$ cat src/rtl/ptp_clk_pkg.sv
package ptp_clk_pkg;

  localparam int WORD_W = 32;

  typedef enum logic [2:0] {
    REG_CTRL  = 3'd0,
    REG_INCR  = 3'd1,
    REG_RESID = 3'd2,
    REG_TLOW  = 3'd3,
    REG_THIGH = 3'd4
  } regSel_e;

  // Strobes from the register control to the time datapath
  typedef struct packed {
    logic              writeCtrl;
    logic              writeIncr;
    logic              loadTime;
    logic              captureSnap;
    logic [WORD_W-1:0] wrWord;
    logic [WORD_W-1:0] lowWord;
  } ctlStrobe_t;

endpackage

$ cat src/rtl/ptp_reg_ctrl.sv
module ptp_reg_ctrl
  import ptp_clk_pkg::*;
#(
  parameter int NS_W   = 40,
  parameter int FRAC_W = 32
) (
  input  logic              clk,
  input  logic              rst,
  input  logic              regWrEn,
  input  logic              regRdEn,
  input  logic [2:0]        regAddr,
  input  logic [WORD_W-1:0] regWrData,
  input  logic              ctrlOff,
  input  logic [FRAC_W-1:0] incrReg,
  input  logic [FRAC_W-1:0] fracAcc,
  input  logic [NS_W-1:0]   snapNs,
  output ctlStrobe_t        str,
  output logic [WORD_W-1:0] regRdData
);

  localparam int HI_W = NS_W - WORD_W;

  logic [WORD_W-1:0] pendLow;
  logic [WORD_W-1:0] rdMux;

  // Low word is held until the high word completes the value
  always_ff @(posedge clk) begin
    if (rst) begin
      pendLow <= '0;
    end else if (regWrEn && regAddr == REG_TLOW) begin
      pendLow <= regWrData;
    end
  end

  always_comb begin
    str.writeCtrl   = regWrEn && (regAddr == REG_CTRL);
    str.writeIncr   = regWrEn && (regAddr == REG_INCR);
    str.loadTime    = regWrEn && (regAddr == REG_THIGH);
    str.captureSnap = regRdEn && (regAddr == REG_RESID);
    str.wrWord      = regWrData;
    str.lowWord     = pendLow;
  end

  always_comb begin
    case (regAddr)
      REG_CTRL:  rdMux = {ctrlOff, {(WORD_W-1){1'b0}}};
      REG_INCR:  rdMux = WORD_W'(incrReg);
      REG_RESID: rdMux = WORD_W'(fracAcc);
      REG_TLOW:  rdMux = snapNs[WORD_W-1:0];
      REG_THIGH: rdMux = WORD_W'(snapNs[NS_W-1:WORD_W]);
      default:   rdMux = '0;
    endcase
  end

  assign regRdData = regRdEn ? rdMux : '0;

  // bits above the 40-bit count never show in the high word
  a_r7_high_upper_zero: assert property (@(posedge clk) disable iff (rst)
    (regRdEn && regAddr == REG_THIGH) |-> (regRdData[WORD_W-1:HI_W] == '0));

  // the held low word is what a high-word write loads
  a_r6_low_held: assert property (@(posedge clk) disable iff (rst)
    (regWrEn && regAddr == REG_TLOW) |=> (pendLow == $past(regWrData)));

endmodule

$ cat src/rtl/ptp_time_core.sv
module ptp_time_core
  import ptp_clk_pkg::*;
#(
  parameter int NS_W    = 40,
  parameter int FRAC_W  = 32,
  parameter int STEP_NS = 8
) (
  input  logic              clk,
  input  logic              rst,
  input  logic              baseTick,
  input  ctlStrobe_t        str,
  output logic [NS_W-1:0]   timeNs,
  output logic [FRAC_W-1:0] fracAcc,
  output logic [FRAC_W-1:0] incrReg,
  output logic              ctrlOff,
  output logic [NS_W-1:0]   snapNs
);

  localparam int HI_W = NS_W - WORD_W;

  logic              trimNeg;
  logic [FRAC_W-1:0] trimMag;
  logic [FRAC_W:0]   fracSum;
  logic [FRAC_W:0]   fracDiff;
  logic [FRAC_W-1:0] fracNext;
  logic [NS_W-1:0]   nsStep;
  logic              advance;

  always_comb begin
    trimNeg  = incrReg[FRAC_W-1];
    trimMag  = {1'b0, incrReg[FRAC_W-2:0]};
    fracSum  = {1'b0, fracAcc} + {1'b0, trimMag};
    fracDiff = {1'b0, fracAcc} - {1'b0, trimMag};
    if (trimNeg) begin
      fracNext = fracDiff[FRAC_W-1:0];
      nsStep   = NS_W'(STEP_NS) - NS_W'(fracDiff[FRAC_W]);
    end else begin
      fracNext = fracSum[FRAC_W-1:0];
      nsStep   = NS_W'(STEP_NS) + NS_W'(fracSum[FRAC_W]);
    end
    advance = baseTick && !ctrlOff;
  end

  always_ff @(posedge clk) begin
    if (rst) begin
      timeNs  <= '0;
      fracAcc <= '0;
      incrReg <= '0;
      ctrlOff <= 1'b1;
      snapNs  <= '0;
    end else begin
      if (str.writeCtrl) ctrlOff <= str.wrWord[WORD_W-1];
      if (str.writeIncr) incrReg <= FRAC_W'(str.wrWord);
      if (str.captureSnap) snapNs <= timeNs;
      if (str.loadTime) begin
        timeNs  <= {str.wrWord[HI_W-1:0], str.lowWord};
        fracAcc <= '0;
      end else if (advance) begin
        timeNs  <= timeNs + nsStep;
        fracAcc <= fracNext;
      end
    end
  end

  // time only moves on an enabled tick or a load
  a_r2_hold_when_idle: assert property (@(posedge clk) disable iff (rst)
    (!str.loadTime && !(baseTick && !ctrlOff)) |=> $stable(timeNs));

  // a step is always 7, 8 or 9 ns
  a_r3_step_range: assert property (@(posedge clk) disable iff (rst)
    (advance && !str.loadTime) |=>
      (NS_W'(timeNs - $past(timeNs)) >= NS_W'(STEP_NS - 1) &&
       NS_W'(timeNs - $past(timeNs)) <= NS_W'(STEP_NS + 1)));

  // a positive trim never shortens a step
  a_r4_pos_no_short: assert property (@(posedge clk) disable iff (rst)
    (advance && !str.loadTime && !incrReg[FRAC_W-1]) |=>
      (NS_W'(timeNs - $past(timeNs)) != NS_W'(STEP_NS - 1)));

  // a negative trim never lengthens a step
  a_r5_neg_no_long: assert property (@(posedge clk) disable iff (rst)
    (advance && !str.loadTime && incrReg[FRAC_W-1]) |=>
      (NS_W'(timeNs - $past(timeNs)) != NS_W'(STEP_NS + 1)));

  // a load leaves the accumulator empty
  a_r6_load_clears_frac: assert property (@(posedge clk) disable iff (rst)
    str.loadTime |=> (fracAcc == '0));

  // the snapshot changes only on a residue read
  a_r8_snap_held: assert property (@(posedge clk) disable iff (rst)
    !str.captureSnap |=> $stable(snapNs));

endmodule

$ cat src/rtl/ptp_rate_clock.sv
module ptp_rate_clock
  import ptp_clk_pkg::*;
#(
  parameter int NS_W    = 40,
  parameter int FRAC_W  = 32,
  parameter int STEP_NS = 8
) (
  input  logic              clk,
  input  logic              rst,
  input  logic              baseTick,
  input  logic              regWrEn,
  input  logic              regRdEn,
  input  logic [2:0]        regAddr,
  input  logic [WORD_W-1:0] regWrData,
  output logic [WORD_W-1:0] regRdData,
  output logic [NS_W-1:0]   timeNs
);

  ctlStrobe_t        str;
  logic [FRAC_W-1:0] fracAcc;
  logic [FRAC_W-1:0] incrReg;
  logic              ctrlOff;
  logic [NS_W-1:0]   snapNs;

  ptp_reg_ctrl #(.NS_W(NS_W), .FRAC_W(FRAC_W)) i_ctrl (
    .clk       (clk),
    .rst       (rst),
    .regWrEn   (regWrEn),
    .regRdEn   (regRdEn),
    .regAddr   (regAddr),
    .regWrData (regWrData),
    .ctrlOff   (ctrlOff),
    .incrReg   (incrReg),
    .fracAcc   (fracAcc),
    .snapNs    (snapNs),
    .str       (str),
    .regRdData (regRdData)
  );

  ptp_time_core #(.NS_W(NS_W), .FRAC_W(FRAC_W), .STEP_NS(STEP_NS)) i_core (
    .clk      (clk),
    .rst      (rst),
    .baseTick (baseTick),
    .str      (str),
    .timeNs   (timeNs),
    .fracAcc  (fracAcc),
    .incrReg  (incrReg),
    .ctrlOff  (ctrlOff),
    .snapNs   (snapNs)
  );

endmodule

$ cat config.mk
export PLATFORM = sky130hd
export DESIGN_NAME = ptp_rate_clock
export DESIGN_NICKNAME = d
export VERILOG_FILES = /design/src/rtl/ptp_clk_pkg.sv /design/src/rtl/ptp_reg_ctrl.sv /design/src/rtl/ptp_time_core.sv /design/src/rtl/ptp_rate_clock.sv
export SDC_FILE = /design/constraint.sdc
export NUM_CORES = 1
export LEC_CHECK = 0
export ABC_AREA = 1
export BUFFER_PORTS_ARGS = -buffer_cell sky130_fd_sc_hd__buf_2
export CORE_UTILIZATION = 49
export DETAILED_ROUTE_END_ITERATION = 16
export HOLD_SLACK_MARGIN = 0.05
export PLACE_DENSITY_LB_ADDON = 0.12
export SLEW_MARGIN = 10
export SYNTH_ARGS = -nofsm -noshare
export SYNTH_HDL_FRONTEND = slang
export SYNTH_SLANG_ARGS = --single-unit
$ cat constraint.sdc
create_clock -name clk -period 5.8 [get_ports clk]
set_input_delay 0 -clock clk [delete_from_list [all_inputs] [get_ports clk]]
set_output_delay 0 -clock clk [all_outputs]
set_load 0.1 [all_outputs]
== After elaboration in Yosys (flattened, before gate mapping) ==
Index checks and enable logic that the tools add are counted.
Word-level totals
  output and inout port bits: 72
  bits in registers: 177
  input port bits: 40
  logic and storage cells: 31
Cells by class
  equal/unequal tests: 4
  reduce and logical (&&, ||, !) cells: 10
  mux-type cells: 6
  add/sub/neg operators: 5
Operators with widths (count)
  $pmux W32 S5: 1
  $mux W40: 3
  $mux W32: 2
  $add A40 B40 Y40: 1
  $add A32 B31 Y33: 1
  $sub A32 B31 Y33: 1
  $eq A3 B2 Y1 const B: 2
  $logic_and A1 B1 Y1: 6
  $add A4 B1 Y5 const A: 1
  $sub A4 B1 Y5 const A: 1
  $eq A3 B1 Y1 const B: 1
  $eq A3 B3 Y1 const B: 1
  $logic_not A3 Y1: 1
  $reduce_bool A2 Y1: 1
  $reduce_or A2 Y1: 1
  $logic_not A1 Y1: 1

== Logic depth before layout (Yosys ltp) ==
Gate-level depths: netlist of the first run.
  depth after elaboration: 6
  depth in mapped cells: 26
  depth with buffers taken out: 25

== By module ==
From an unflattened synthesis of the first run, not the netlist that was laid out.
Unflattened totals
  cells, all modules: 2396
  area, all modules: 14010.9 um2
By module, submodules not included
  ptp_time_core: times used 1, seq. area each 2902.8 um2, area each 11487.3 um2, cells each 1975
  ptp_reg_ctrl: times used 1, seq. area each 640.6 um2, area each 2523.7 um2, cells each 421

== Worst setup path after synthesis of the first run ==
OpenSTA, ideal clock, no wires.
  path type: register to register
  start: reg i_core.fracAcc[0]
  end: reg i_core.timeNs[32]
  arrival time: 3.212 ns
  path buffers: 0
  slack: 2.452 ns
  library setup time: 0.135 ns
  stages on the path, launching flop included: 25
  data required time: 5.665 ns
  path through: dfxtp_1 > inv_1 > ha_1 > fa_1 > inv_1 > nand3_1 > nand2_1 > nand2_1 > nand2_1 > nand2_1 > nand2b_1 > nand3_1 > nand3_1 > o21ai_0 > ha_1 > fa_1 > nand3_1 > nand2_1 > nand2_1 > nor2_2 > nand4_2 > nor2_1 > xor2_1 > nand2_1 > a21oi_1
Between the ends
  longest elaborated chain between the ends: 6
RTL lines
  start, declared: line ptp_time_core.sv:13  | output logic [FRAC_W-1:0] fracAcc,
  start signal, assigned: line ptp_time_core.sv:60  | fracAcc <= fracNext;
  $add A32 B31 Y33 / $sub A32 B31 Y33 (equally long branches): line ptp_time_core.sv:32, ptp_time_core.sv:33
  $add A4 B1 Y5 / $sub A4 B1 Y5 (equally long branches): line ptp_time_core.sv:39, ptp_time_core.sv:36
  $mux W40 (*): line ptp_time_core.sv:34  | if (trimNeg) begin
  $add A40 B40 Y40 (*): line ptp_time_core.sv:59  | timeNs <= timeNs + nsStep;
  $mux W40 (*): line ptp_time_core.sv:58  | end else if (advance) begin
  $mux W40 (*): line ptp_time_core.sv:55  | if (str.loadTime) begin
  end signal, assigned: line ptp_time_core.sv:56  | timeNs <= {str.wrWord[HI_W-1:0], str.lowWord};
  end signal, assigned: line ptp_time_core.sv:59
  end, declared: line ptp_time_core.sv:12  | output logic [NS_W-1:0] timeNs,
Every way passes the cells marked *; elsewhere a longest branch is shown, timed or not. The select of a mux whose other input is x is not followed.
A chain may end at the register's enable or synchronous reset.

== Worst setup path in the final report of the first run ==
  start: reg i_core.incrReg[0]
  end: reg i_core.timeNs[26]
Between the ends
  longest elaborated chain between the ends: 6
RTL lines
  start, declared: line ptp_time_core.sv:14  | output logic [FRAC_W-1:0] incrReg,
  start signal, assigned: line ptp_time_core.sv:53  | if (str.writeIncr) incrReg <= FRAC_W'(str.wrWord);
  $add A32 B31 Y33 / $sub A32 B31 Y33 (equally long branches): line ptp_time_core.sv:32, ptp_time_core.sv:33
  $add A4 B1 Y5 / $sub A4 B1 Y5 (equally long branches): line ptp_time_core.sv:39, ptp_time_core.sv:36
  $mux W40 (*): line ptp_time_core.sv:34
  $add A40 B40 Y40 (*): line ptp_time_core.sv:59
  $mux W40 (*): line ptp_time_core.sv:58
  $mux W40 (*): line ptp_time_core.sv:55
Marked as above.

==> summary.txt, run 1 <==
Status
  • Outcome: finished, final reports clean

Yosys
  • Top-area cell type share of the netlist area: 26.38%
  • Synth cell types: 44
  • Area contributors post-synth: dfxtp_1 (26%), nand2_1 (18%), inv_1 (12%), a21oi_1 (7.6%), ha_1 (6.1%)
  • Top FF cell, synth: dfxtp_1
  • Post-synth EDFFs: 0
  • Yosys warns: 0
  • Mapped Cells: 2268
  • Asr flop ratio synth: 0%
  • Sequential area share after synthesis: 26.38%
  • Synthesized area: 13430 µm²
  • Mean Syn Cell Area: 5.922 µm²
  • Post-Syn Nets: 2377
  • Synth Register Bits: 177
  • Cell type with the largest total area after synthesis: dfxtp_1

Route
  • 1st-iter DRT viols: 1375
  • Vias per inst: 5.600
  • Vias post-DR: 15.17k
  • Routed wire length: 52240 µm
  • First-pass DRT Iterations: 6
  • Post-DRT Antenna Nets: 0
  • # DRC: 0
  • Routed wire per std cell: 19.28 µm

Finish
  • Commonest non-fill, non-tap cell in the layout: nand2_1
  • Layout cells sized above 1: 7.728%
  • Antenna Cells: 0
  • Final Core Density: 56.01%
  • Layout Nets: 2464
  • Multi-input combinational cell area: 7894 µm²
  • Storage cell area: 3545 µm²
  • FILL cells: 2835
  • Syn-to-layout area delta: 12.38%
  • Layout Cells excl Fill: 2709
  • Most frequent cells in the layout: nand2_1 (629), inv_1 (422), a21oi_1 (203), nor2_1 (178), dfxtp_1 (176)

Floorplan
  • Die Span X: 167.6 µm
  • Ports: 112
  • FP Rows: 60
  • Die area: 28080 µm²
  • Core Footprint: 26950 µm²
  • Die height: 167.6 µm
  • Initial core utilization: 49.84%

Setup path
  • CP bufs+invs: 2
  • Slowest Stage Delay on Critical Path: 410 ps
  • WS Path Type: flop to flop
  • Worst path cell trace: ha_1 -> inv_1 -> fa_1 -> inv_1 -> nand2_1 -> nand3_1 -> nand2_1 -> nand3_1 -> nand2_1 -> nand3_1 -> a21oi_1 -> o21ai_0 -> ha_1 -> fa_1 -> nand3_1 -> nand2_1 -> nand3_2 -> nor3b_2 -> nand2_1 -> a21oi_1 -> o21ai_1 -> a21oi_1
  • CP max-delay cell: dfxtp_1
  • CP most frequent cell: nand2_1
  • Worst EP required: 6170 ps
  • CP max FO: 5
  • Crit start category: flop
  • Crit path DAT: 4730 ps
  • Top delay family on crit path: simple AND/OR/NAND/NOR gates
  • CP Capture Type: flop

Timing
  • Worst-margin pin slew: 1033 ps
  • Min cycle time layout: 4365 ps
  • Setup_tns: 0 ps
  • Final worst setup slack: 1435 ps
  • Unrepaired setup endpoints after global routing: false
  • Peak Freq: 229.1 MHz
  • Clock Skew: 24.77 ps
  • Max Slew Vio Count: 0
  • Rel. slew slack: 31.04%
  • Setup Viol. Count Final: 0
  • Period utilisation layout: 75.26%
  • Fin. Hold Viols: 0

Placement
  • DP HPWL: 40300 µm
  • Setup WS pre-CTS: 1558 ps
  • Final GP Congestion: 0.9944
  • PortBufs: 111
  • Placed insts: 2642

Clocking
  • Clock root cell: clkbuf_16
  • Clock Path Buffers: 2
  • Clk pin slew, worst setup/hold paths: 80 ps
  • CTS Buf Count: 17
  • Post-CTS sizing: 0
  • Skew-Pair Late Insertion Delay: 440 ps
  • H-tree levels: 4
  • Clk sinks: 177
  • CTS tree: yes

GRT
  • Total track usage: 37.27%
  • Initial antenna violation count: 1
  • First-pass GRT wire length: 80770 µm
  • Global route total overflow: 0
  • Vias in the first global route: 14.48k
  • Largest net degree at the start of global routing: 97

Pwr
  • Power per Cell Area: 204.7 nW/µm²
  • Leak: 7.586 nW
  • Worst vdd ir: 195.8 µV

Worst hold path
  • Worst Hold Class: primary input to flop

Job
  • Max-Cap Viols: 0
[worst reg2reg max path, stage by stage, from the launching register on]
cell and delay [ps]:
dfxtp_1 410, ha_1 290, inv_1 80, fa_1 400, inv_1 130, nand2_1 60
nand3_1 190, nand2_1 80, nand3_1 170, nand2_1 100, nand3_1 130, a21oi_1 150
o21ai_0 280, ha_1 260, fa_1 230, nand3_1 90, nand2_1 180, nand3_2 220
nor3b_2 340, nand2_1 120, a21oi_1 140, o21ai_1 100, a21oi_1 120
[routing by layer]
| layer | part of all wire (%) | vias up | GRT usage, % |
|---|---|---|---|
| li1 | - | 7362 | - |
| met4 | 3.7 | 2 | 13.96 |
| met1 | 43 | 7105 | 48.90 |
| met3 | 6.6 | 109 | 4.916 |
| met5 | 0.025 | - | 0 |
| met2 | 46 | 592 | 62.19 |
[through the flow]
step                area, µm²  power, W  hold WS, ps
finish                  15090  0.003090        92.81
global route            15090  0.003211        95.77
CTS                     15090  0.003090        82.33
detailed placement      14140  0.001904        301.6
global placement        14140  0.001896        289.3
floorplan               13430  0.001723        143.2
[where the power goes]
group          total (W)  internal (W)  switching [W]  leakage [nW]
clock            0.00118      0.000583       0.000596         0.286
sequential       0.00127       0.00125      0.0000237          1.43
combinational   0.000640      0.000185       0.000455          5.86
[flip-flops by register name, summed over array words and instances, names as in the netlist]
register and cells:
i_core.fracAcc 32, i_core.incrReg 32, i_core.timeNs 40, i_core.snapNs 40
i_core.ctrlOff 1, i_ctrl.pendLow 32
[area by class of cell]
class	count	area share [%]
Clock buffer	18	2.843
Clock inverter	14	1.136
Inverter	429	10.67
Tap cell	341	2.827
Sequential cell	177	23.48
Multi-Input combinational cell	1569	52.30
Timing Repair Buffer	161	6.747
[cell families (layout without fill, tap and decap cells)]
group	count (synthesis)	in the layout	synth area share, %
XOR/XNOR	36	36	2.347
adder cells (fa/ha/maj)	69	69	6.595
buffers and inverters	522	622	14.92
flip-flops	177	177	26.38
AND/OR/NAND/NOR	1023	1023	31.61
AO/OA/AOI/OAI	441	441	18.15
[synth_stat cells, types with 9 or more instances]
cell type / count
nand4_1: 31
buf_2: 31
a21oi_1: 203
dfxtp_1: 177
o21ai_0: 132
nor3_1: 23
nand2_1: 629
o21ai_1: 10
a31oi_1: 13
inv_1: 423
o22ai_1: 29
nor4_1: 9
and2_1: 11
nor2_1: 180
o21bai_1: 11
clkbuf_1: 51
nand3_1: 122
o221ai_1: 23
ha_1: 66
xor2_1: 30
[final timing paths]
path	slack, ps	cells past startpoint	end	startpoint
max	1440	22	i_core.timeNs[26]	i_core.incrReg[0]
min	90	3	i_ctrl.pendLow[4]	regWrEn
max reg2reg	1440	22	i_core.timeNs[26]	i_core.incrReg[0]
min reg2reg	460	2	i_ctrl.pendLow[4]	i_ctrl.pendLow[4]
[what timing repair did]
| item | 4_1_cts | 5_1_grt |
|---|---|---|
| setup buffers | 0 | 0 |
| hold endpoints to repair | 65 | 0 |
| hold buffers | 35 | 0 |
(Power assumes the default switching activity.)
==> run 2: changes to the inputs <==
==> constraint.sdc (replaced) <==
create_clock -name clk -period 4.26 [get_ports clk]
set_input_delay 0 -clock clk [delete_from_list [all_inputs] [get_ports clk]]
set_output_delay 0 -clock clk [all_outputs]
set_load 0.1 [all_outputs]
==> run 2 against run 1 <==
  * Register-to-register slack lost 1200 ps
  * Via count up 0.55%
  * Routed wire length rose by 3.3%
  * First-iteration DRC count increased by 6.2%
  * Setup slack worse by 1200 ps
  * Non-clock buffer count increased by 14
  * Sequential cell count is the same
  * Final cell count increased by 0.48%
  * Critical path type unchanged
==> summary.txt, run 2 (synthesized netlist as in run 1, its figures left out) <==
Status
  • Outcome: finished, final reports clean

Setup path
  • CP max FO: 5 (unchanged)
  • Worst EP required: 4630 ps (-1540 ps)
  • Crit start category: flop
  • Crit path DAT: 4370 ps (-360 ps)
  • WS Path Type: flop to flop
  • CP Capture Type: flop

Clocking
  • Clock root cell: clkbuf_16
  • Clk pin slew, worst setup/hold paths: 80 ps (about the same)
  • Clock Path Buffers: 2 (unchanged)
  • Clk sinks: 177 (unchanged)
  • CTS Buf Count: 17 (unchanged)
  • CTS tree: yes
  • Skew-Pair Late Insertion Delay: 450 ps (about the same)
  • H-tree levels: 4 (unchanged)

Floorplan
  • FP Rows: 60 (unchanged)
  • Initial core utilization: 49.84% (unchanged)
  • Core Footprint: 26950 µm² (unchanged)
  • Die Span X: 167.6 µm (unchanged)
  • Ports: 112 (unchanged)
  • Die area: 28080 µm² (unchanged)
  • Die height: 167.6 µm (unchanged)

Finish
  • Syn-to-layout area delta: 13.40%
  • Commonest non-fill, non-tap cell in the layout: nand2_1
  • Largest registers: i_core.snapNs x40, i_core.timeNs x40
  • Most frequent cells in the layout: nand2_1 (627), inv_1 (422), a21oi_1 (203), nor2_1 (176), dfxtp_1 (176)
  • Layout cells sized above 1: 8.694% (+0.97 points)
  • Antenna Cells: 0 (unchanged)
  • Layout Nets: 2478 (+0.57%)
  • Post-route cell area: 15230 µm² (+0.91%)

Pwr
  • Worst vdd ir: 266.0 µV (+36%)
  • Switching share of power: 35.55% (+0.75 points)
  • Power Total: 0.004265 W (+38%)
  • Net Switching: 0.001516 W (+41%)
  • Clock network power share: 38.4% (+0.2 points)
  • Internal power: 0.002748 W (+36%)
  • Sequential power share: 40.5% (-0.6 points)
  • Power per Cell Area: 280.0 nW/µm² (+37%)
  • Leak: 7.675 nW (+1.2%)
  • Combinational share of power: 21.1% (+0.4 points)

Timing
  • Max Slew Vio Count: 0 (unchanged)
  • Setup Viol. Count Final: 0 (unchanged)
  • Min cycle time layout: 3993 ps (-372.0 ps)
  • Worst-margin pin slew: 875.7 ps (-157.6 ps)
  • Peak Freq: 250.5 MHz (+9.3%)
  • Fin. Hold Viols: 0 (unchanged)
  • Clock Skew: 19.34 ps (-5.428 ps)
  • Setup_tns: 0 ps (unchanged)
  • Rel. slew slack: 41.62% (+11 points)
  • Period utilisation layout: 93.73% (+18 points)

Route
  • Met2 WL: 24930 µm (+3.1%)
  • 1st-iter DRT viols: 1460 (+6.2%)
  • Routed wire length: 53960 µm (+3.3%)
  • Vias per inst: 5.604 (about the same)
  • Routed wire per std cell: 19.82 µm (+2.8%)
  • # DRC: 0 (unchanged)
  • Post-DRT Antenna Nets: 0 (unchanged)
  • Uppermost routed layer: met4
  • Vias post-DR: 15.25k (+0.55%)
  • First-pass DRT Iterations: 6 (unchanged)
  • DR WL met3: 4205 µm (+21%)
  • Post-Route M1 WL: 23020 µm (+1.6%)

GRT
  • Largest net degree at the start of global routing: 97 (unchanged)
  • Global route total overflow: 0 (unchanged)
  • Total track usage: 38.56% (+1.3 points)
  • Vias in the first global route: 14.58k (+0.66%)
  • Initial antenna violation count: 0 (-1)
  • First-pass GRT wire length: 82690 µm (+2.4%)

Placement
  • Placed cell area: 14230 µm² (+0.58%)
  • PortBufs: 111 (unchanged)
  • DP HPWL: 41380 µm (+2.7%)
  • Final GP Congestion: 1.010 (+1.5%)

Worst hold path
  • Worst Hold Class: primary input to flop

Job
  • Max-Cap Viols: 0 (unchanged)
[run 2: changes by cell type in the layout (fill, tap and decap cells not counted), sizes merged]
cell and change:
clkinvlp -1, inv +1, buf +14, clkbuf -1
[run 2: layout make-up]
type	instances	area [µm²]
Clock buffer	17	425.4
Multi-Input combinational cell	1569	7939
Clock inverter	14	162.7
Fill cell	2854	11720
Inverter	429	1610
Timing Repair Buffer	175	1124
Sequential cell	177	3545
Tap cell	341	426.7
[run 2: power by group through the flow]
stage | clock [W] | combinational [W] | sequential (W)
after floorplan | 0 | 0.000557 | 0.00179
after global placement | 0 | 0.000840 | 0.00176
after detailed placement | 0 | 0.000845 | 0.00177
after CTS | 0.00164 | 0.000873 | 0.00173
after global routing | 0.00171 | 0.000987 | 0.00173
final | 0.00164 | 0.000900 | 0.00173
[run 2: final timing paths]
path | slack, ps | start | end | depth (start not counted)
min | 110 | regWrEn | i_ctrl.pendLow[8] | 3
min reg2reg | 460 | i_ctrl.pendLow[19] | i_ctrl.pendLow[19] | 2
max | 270 | i_core.incrReg[0] | i_core.timeNs[26] | 22
max reg2reg | 270 | i_core.incrReg[0] | i_core.timeNs[26] | 22
[run 2: timing repair]
action | 4_1_cts | 5_1_grt
hold endpoints to repair | 65 | 0
setup endpoints to repair | 0 | 27
buffers inserted | 0 | 3
hold buffers | 35 | 0
resized for setup | 0 | 13
[run 2: through the flow]
| step | util (%) | worst slack, ps | hold slack (ps) | instances |
|---|---|---|---|---|
| 2_1_floorplan | - | 912.4 | 143.2 | 2268 |
| 3_3_place_gp | 52.79 | 188.5 | 294.9 | 2653 |
| 3_5_place_dp | 52.79 | 72.56 | 300.9 | 2653 |
| 4_1_cts | 56.27 | 45.43 | 85.33 | 2719 |
| 5_1_grt | 56.52 | -4.037 | 122.0 | 2722 |
| 6_report | 56.52 | 267.2 | 110.9 | 2722 |
[run 2: per-layer routing]
layer,up-vias,global-route usage [%]
met1,7111,51.51
met5,-,0
met3,102,5.152
li1,7372,-
met2,669,63.17
met4,0,14.44
[run 2: critical path, cell delays in order (launching register included)]
cell and delay, ps:
dfxtp_1 400, ha_2 240, inv_1 60, fa_1 380
inv_1 130, nand2_1 70, nand3_1 170, nand2_1 70
nand3_1 170, nand2_1 100, nand3_1 120, a21oi_1 120
o21ai_2 230, ha_1 230, fa_1 210, nand3_1 110
nand2_2 150, nand3_2 210, nor3b_4 310, nand2_1 110
a21oi_1 130, o21ai_1 70, a21oi_1 130
==> run 3: changes to the inputs <==
--- a/config.mk
+++ b/config.mk
@@ -7,7 +7,7 @@
 export LEC_CHECK = 0
 export ABC_AREA = 1
 export BUFFER_PORTS_ARGS = -buffer_cell sky130_fd_sc_hd__buf_2
-export CORE_UTILIZATION = 49
+export CORE_UTILIZATION = 55
 export DETAILED_ROUTE_END_ITERATION = 16
 export HOLD_SLACK_MARGIN = 0.05
 export PLACE_DENSITY_LB_ADDON = 0.12
==> run 3 against run 2 <==
  * Via count increased by 1.9%
  * Critical path depth up 1
  * Global-route usage is 2.6 points higher
  * Total power down 1.3%
  * First-iteration DRC count up 7.2%
  * Hold slack got worse by 3.7 ps
  * Critical endpoint is now i_core.timeNs[17]
  * Largest cell class unchanged
==> summary.txt, run 3 (synthesized netlist as in run 1, its figures left out) <==
GRT
  • Largest net degree at the start of global routing: 97 (unchanged)
  • First-pass GRT wire length: 77420 µm (-6.4%)
  • Vias in the first global route: 14.13k (-3.1%)
  • Initial antenna violation count: 0 (unchanged)
  • Global route total overflow: 0 (unchanged)
  • Total track usage: 41.20% (+2.6 points)

Timing
  • Fin. Hold Viols: 0 (unchanged)
  • Clock Skew: 24.29 ps (+4.948 ps)
  • Peak Freq: 250.3 MHz (about the same)
  • Setup Viol. Count Final: 0 (unchanged)
  • Rel. slew slack: 40.45% (-1.2 points)
  • Min cycle time layout: 3995 ps (+2.633 ps)
  • Max Slew Vio Count: 0 (unchanged)
  • Period utilisation layout: 93.79% (about the same)
  • Worst-margin pin slew: 893.3 ps (+17.58 ps)

Finish
  • Layout cells sized above 1: 8.214% (-0.48 points)
  • Most frequent cells in the layout: nand2_1 (627), inv_1 (422), a21oi_1 (203), nor2_1 (177), dfxtp_1 (176)
  • Commonest non-fill, non-tap cell in the layout: nand2_1
  • Final Core Density: 64.01% (+7.5 points)
  • Syn-to-layout area delta: 12.86%
  • Layout Nets: 2470 (-0.32%)
  • Largest registers: i_core.snapNs x40, i_core.timeNs x40

Clocking
  • CTS Buf Count: 17 (unchanged)
  • Skew-Pair Late Insertion Delay: 440 ps (about the same)
  • Clock Path Buffers: 2 (unchanged)
  • Clk pin slew, worst setup/hold paths: 90 ps (about the same)
  • CTS tree: yes
  • H-tree levels: 4 (unchanged)
  • Clk sinks: 177 (unchanged)
  • Post-CTS Setup Repair Bufs: 0 (unchanged)
  • Clock root cell: clkbuf_16

Pwr
  • Combinational share of power: 21.1% (about the same)
  • Power Total: 0.004211 W (-1.3%)
  • Clock network power share: 37.8% (-0.6 points)
  • Switching share of power: 34.71% (-0.84 points)
  • Worst vdd ir: 273.4 µV (+2.8%)
  • Power per Cell Area: 277.8 nW/µm² (-0.78%)
  • Sequential power share: 41.1% (+0.6 points)
  • Leak: 7.657 nW (-0.23%)
  • Net Switching: 0.001462 W (-3.6%)
  • Internal power: 0.002749 W (about the same)

Floorplan
  • Die area: 25050 µm² (-11%)
  • Ports: 112 (unchanged)
  • Core Footprint: 23680 µm² (-12%)
  • Die Span X: 158.3 µm (-5.5%)
  • Initial core utilization: 56.71% (+6.9 points)
  • FP Rows: 56 (-6.7%)
  • Die height: 158.3 µm (-5.5%)

Route
  • Post-DRT Antenna Nets: 0 (unchanged)
  • Vias post-DR: 15.55k (+1.9%)
  • Vias per inst: 5.772 (+3.0%)
  • Routed wire per std cell: 19.14 µm (-3.5%)
  • Routed wire length: 51550 µm (-4.5%)
  • First-pass DRT Iterations: 6 (unchanged)
  • # DRC: 0 (unchanged)
  • 1st-iter DRT viols: 1565 (+7.2%)

Setup path
  • CP bufs+invs: 3 (+1)
  • CP Capture Type: flop
  • CP max-delay cell: fa_1
  • Crit start category: flop
  • Worst path cell trace: inv_1 -> ha_1 -> fa_1 -> inv_1 -> nand3_1 -> nand2_1 -> nand2_1 -> nand2_1 -> nand2_1 -> nand2b_1 -> nand3_1 -> nand3_1 -> inv_1 -> ha_1 -> a21oi_1 -> nand2_1 -> a21oi_4 -> nor2_4 -> nand2_1 -> nor2_1 -> xor2_1 -> nand2_1 -> a21oi_1
  • Crit path DAT: 4360 ps (about the same)
  • WS Path Type: flop to flop
  • Top delay family on crit path: simple AND/OR/NAND/NOR gates
  • Slowest Stage Delay on Critical Path: 430 ps (+30 ps)
  • Worst EP required: 4620 ps (about the same)
  • CP max FO: 7 (+2)
  • CP most frequent cell: nand2_1

Placement
  • Final GP Congestion: 1.093 (+8.2%)
  • PortBufs: 111 (unchanged)
  • DP HPWL: 39260 µm (-5.1%)

Status
  • Outcome: finished, final reports clean

Worst hold path
  • Worst Hold Class: primary input to flop

Job
  • Max-Cap Viols: 0 (unchanged)
[run 3: changes by cell type in the layout (fill, tap and decap cells not counted), moves of 2 or more]
cell      previous run  this run
buf_4               29        21
clkinv_4             5         3
clkinv_8             3         5
ha_1                63        65
ha_2                 3         1
inv_6                1         3
nand3_2              3         1
[run 3: tightest hold or removal path: stages]
cell and delay [ps]:
buf_2 100, buf_4 220, nand3_1 120, a21oi_1 60
[run 3: metrics by stage]
step / std cells / worst slack, ps / setup TNS (ps) / hold WS, ps / area (µm²)
finish: 2694 / 264.6 / 0 / 107.2 / 15160
global route: 2693 / -7.999 / -13.68 / 126.5 / 15160
CTS: 2693 / 197.1 / 0 / 97.57 / 15110
detailed placement: 2626 / 246.2 / 0 / 296.0 / 14160
global placement: 2626 / 353.4 / 0 / 292.0 / 14160
floorplan: 2268 / 912.4 / 0 / 143.2 / 13430
[run 3: cell type report]
type                    count  area (µm²)
flip-flops and latches    177        3545
clock buffers              18       429.2
fillers                  2284        8524
clock inverters            14       167.7
multi-input cells        1569        7941
repair buffers            167        1064
well taps                 319       399.1
inverters                 429        1610
diodes                      1       2.502
[run 3: power by group through the flow]
| stage | Sequential [W] | Combinational (W) | Clock (W) |
|---|---|---|---|
| floorplan | 0.00179 | 0.000557 | 0 |
| global placement | 0.00176 | 0.000821 | 0 |
| detailed placement | 0.00177 | 0.000830 | 0 |
| CTS | 0.00173 | 0.000859 | 0.00160 |
| global route | 0.00173 | 0.000972 | 0.00167 |
| finish | 0.00173 | 0.000890 | 0.00159 |
[run 3: final timing paths]
path	from	endpoint	slack, ps	depth (start not counted)
max reg2reg	i_core.fracAcc[0]	i_core.timeNs[17]	260	23
min reg2reg	i_ctrl.pendLow[14]	i_ctrl.pendLow[14]	460	2
min	regWrEn	i_ctrl.pendLow[13]	110	4
max	i_core.fracAcc[0]	i_core.timeNs[17]	260	23
[run 3: metal layers]
layer	global-route usage [%]	wire (µm)
met5	0	0
met4	19.32	2428
met3	8.138	5019
met2	67.86	23570
met1	51.60	20540
[run 3: what timing repair did]
action,CTS,global route
hold buffers,35,0
setup endpoints to repair,0,13
hold endpoints to repair,64,0
resized for setup,0,11
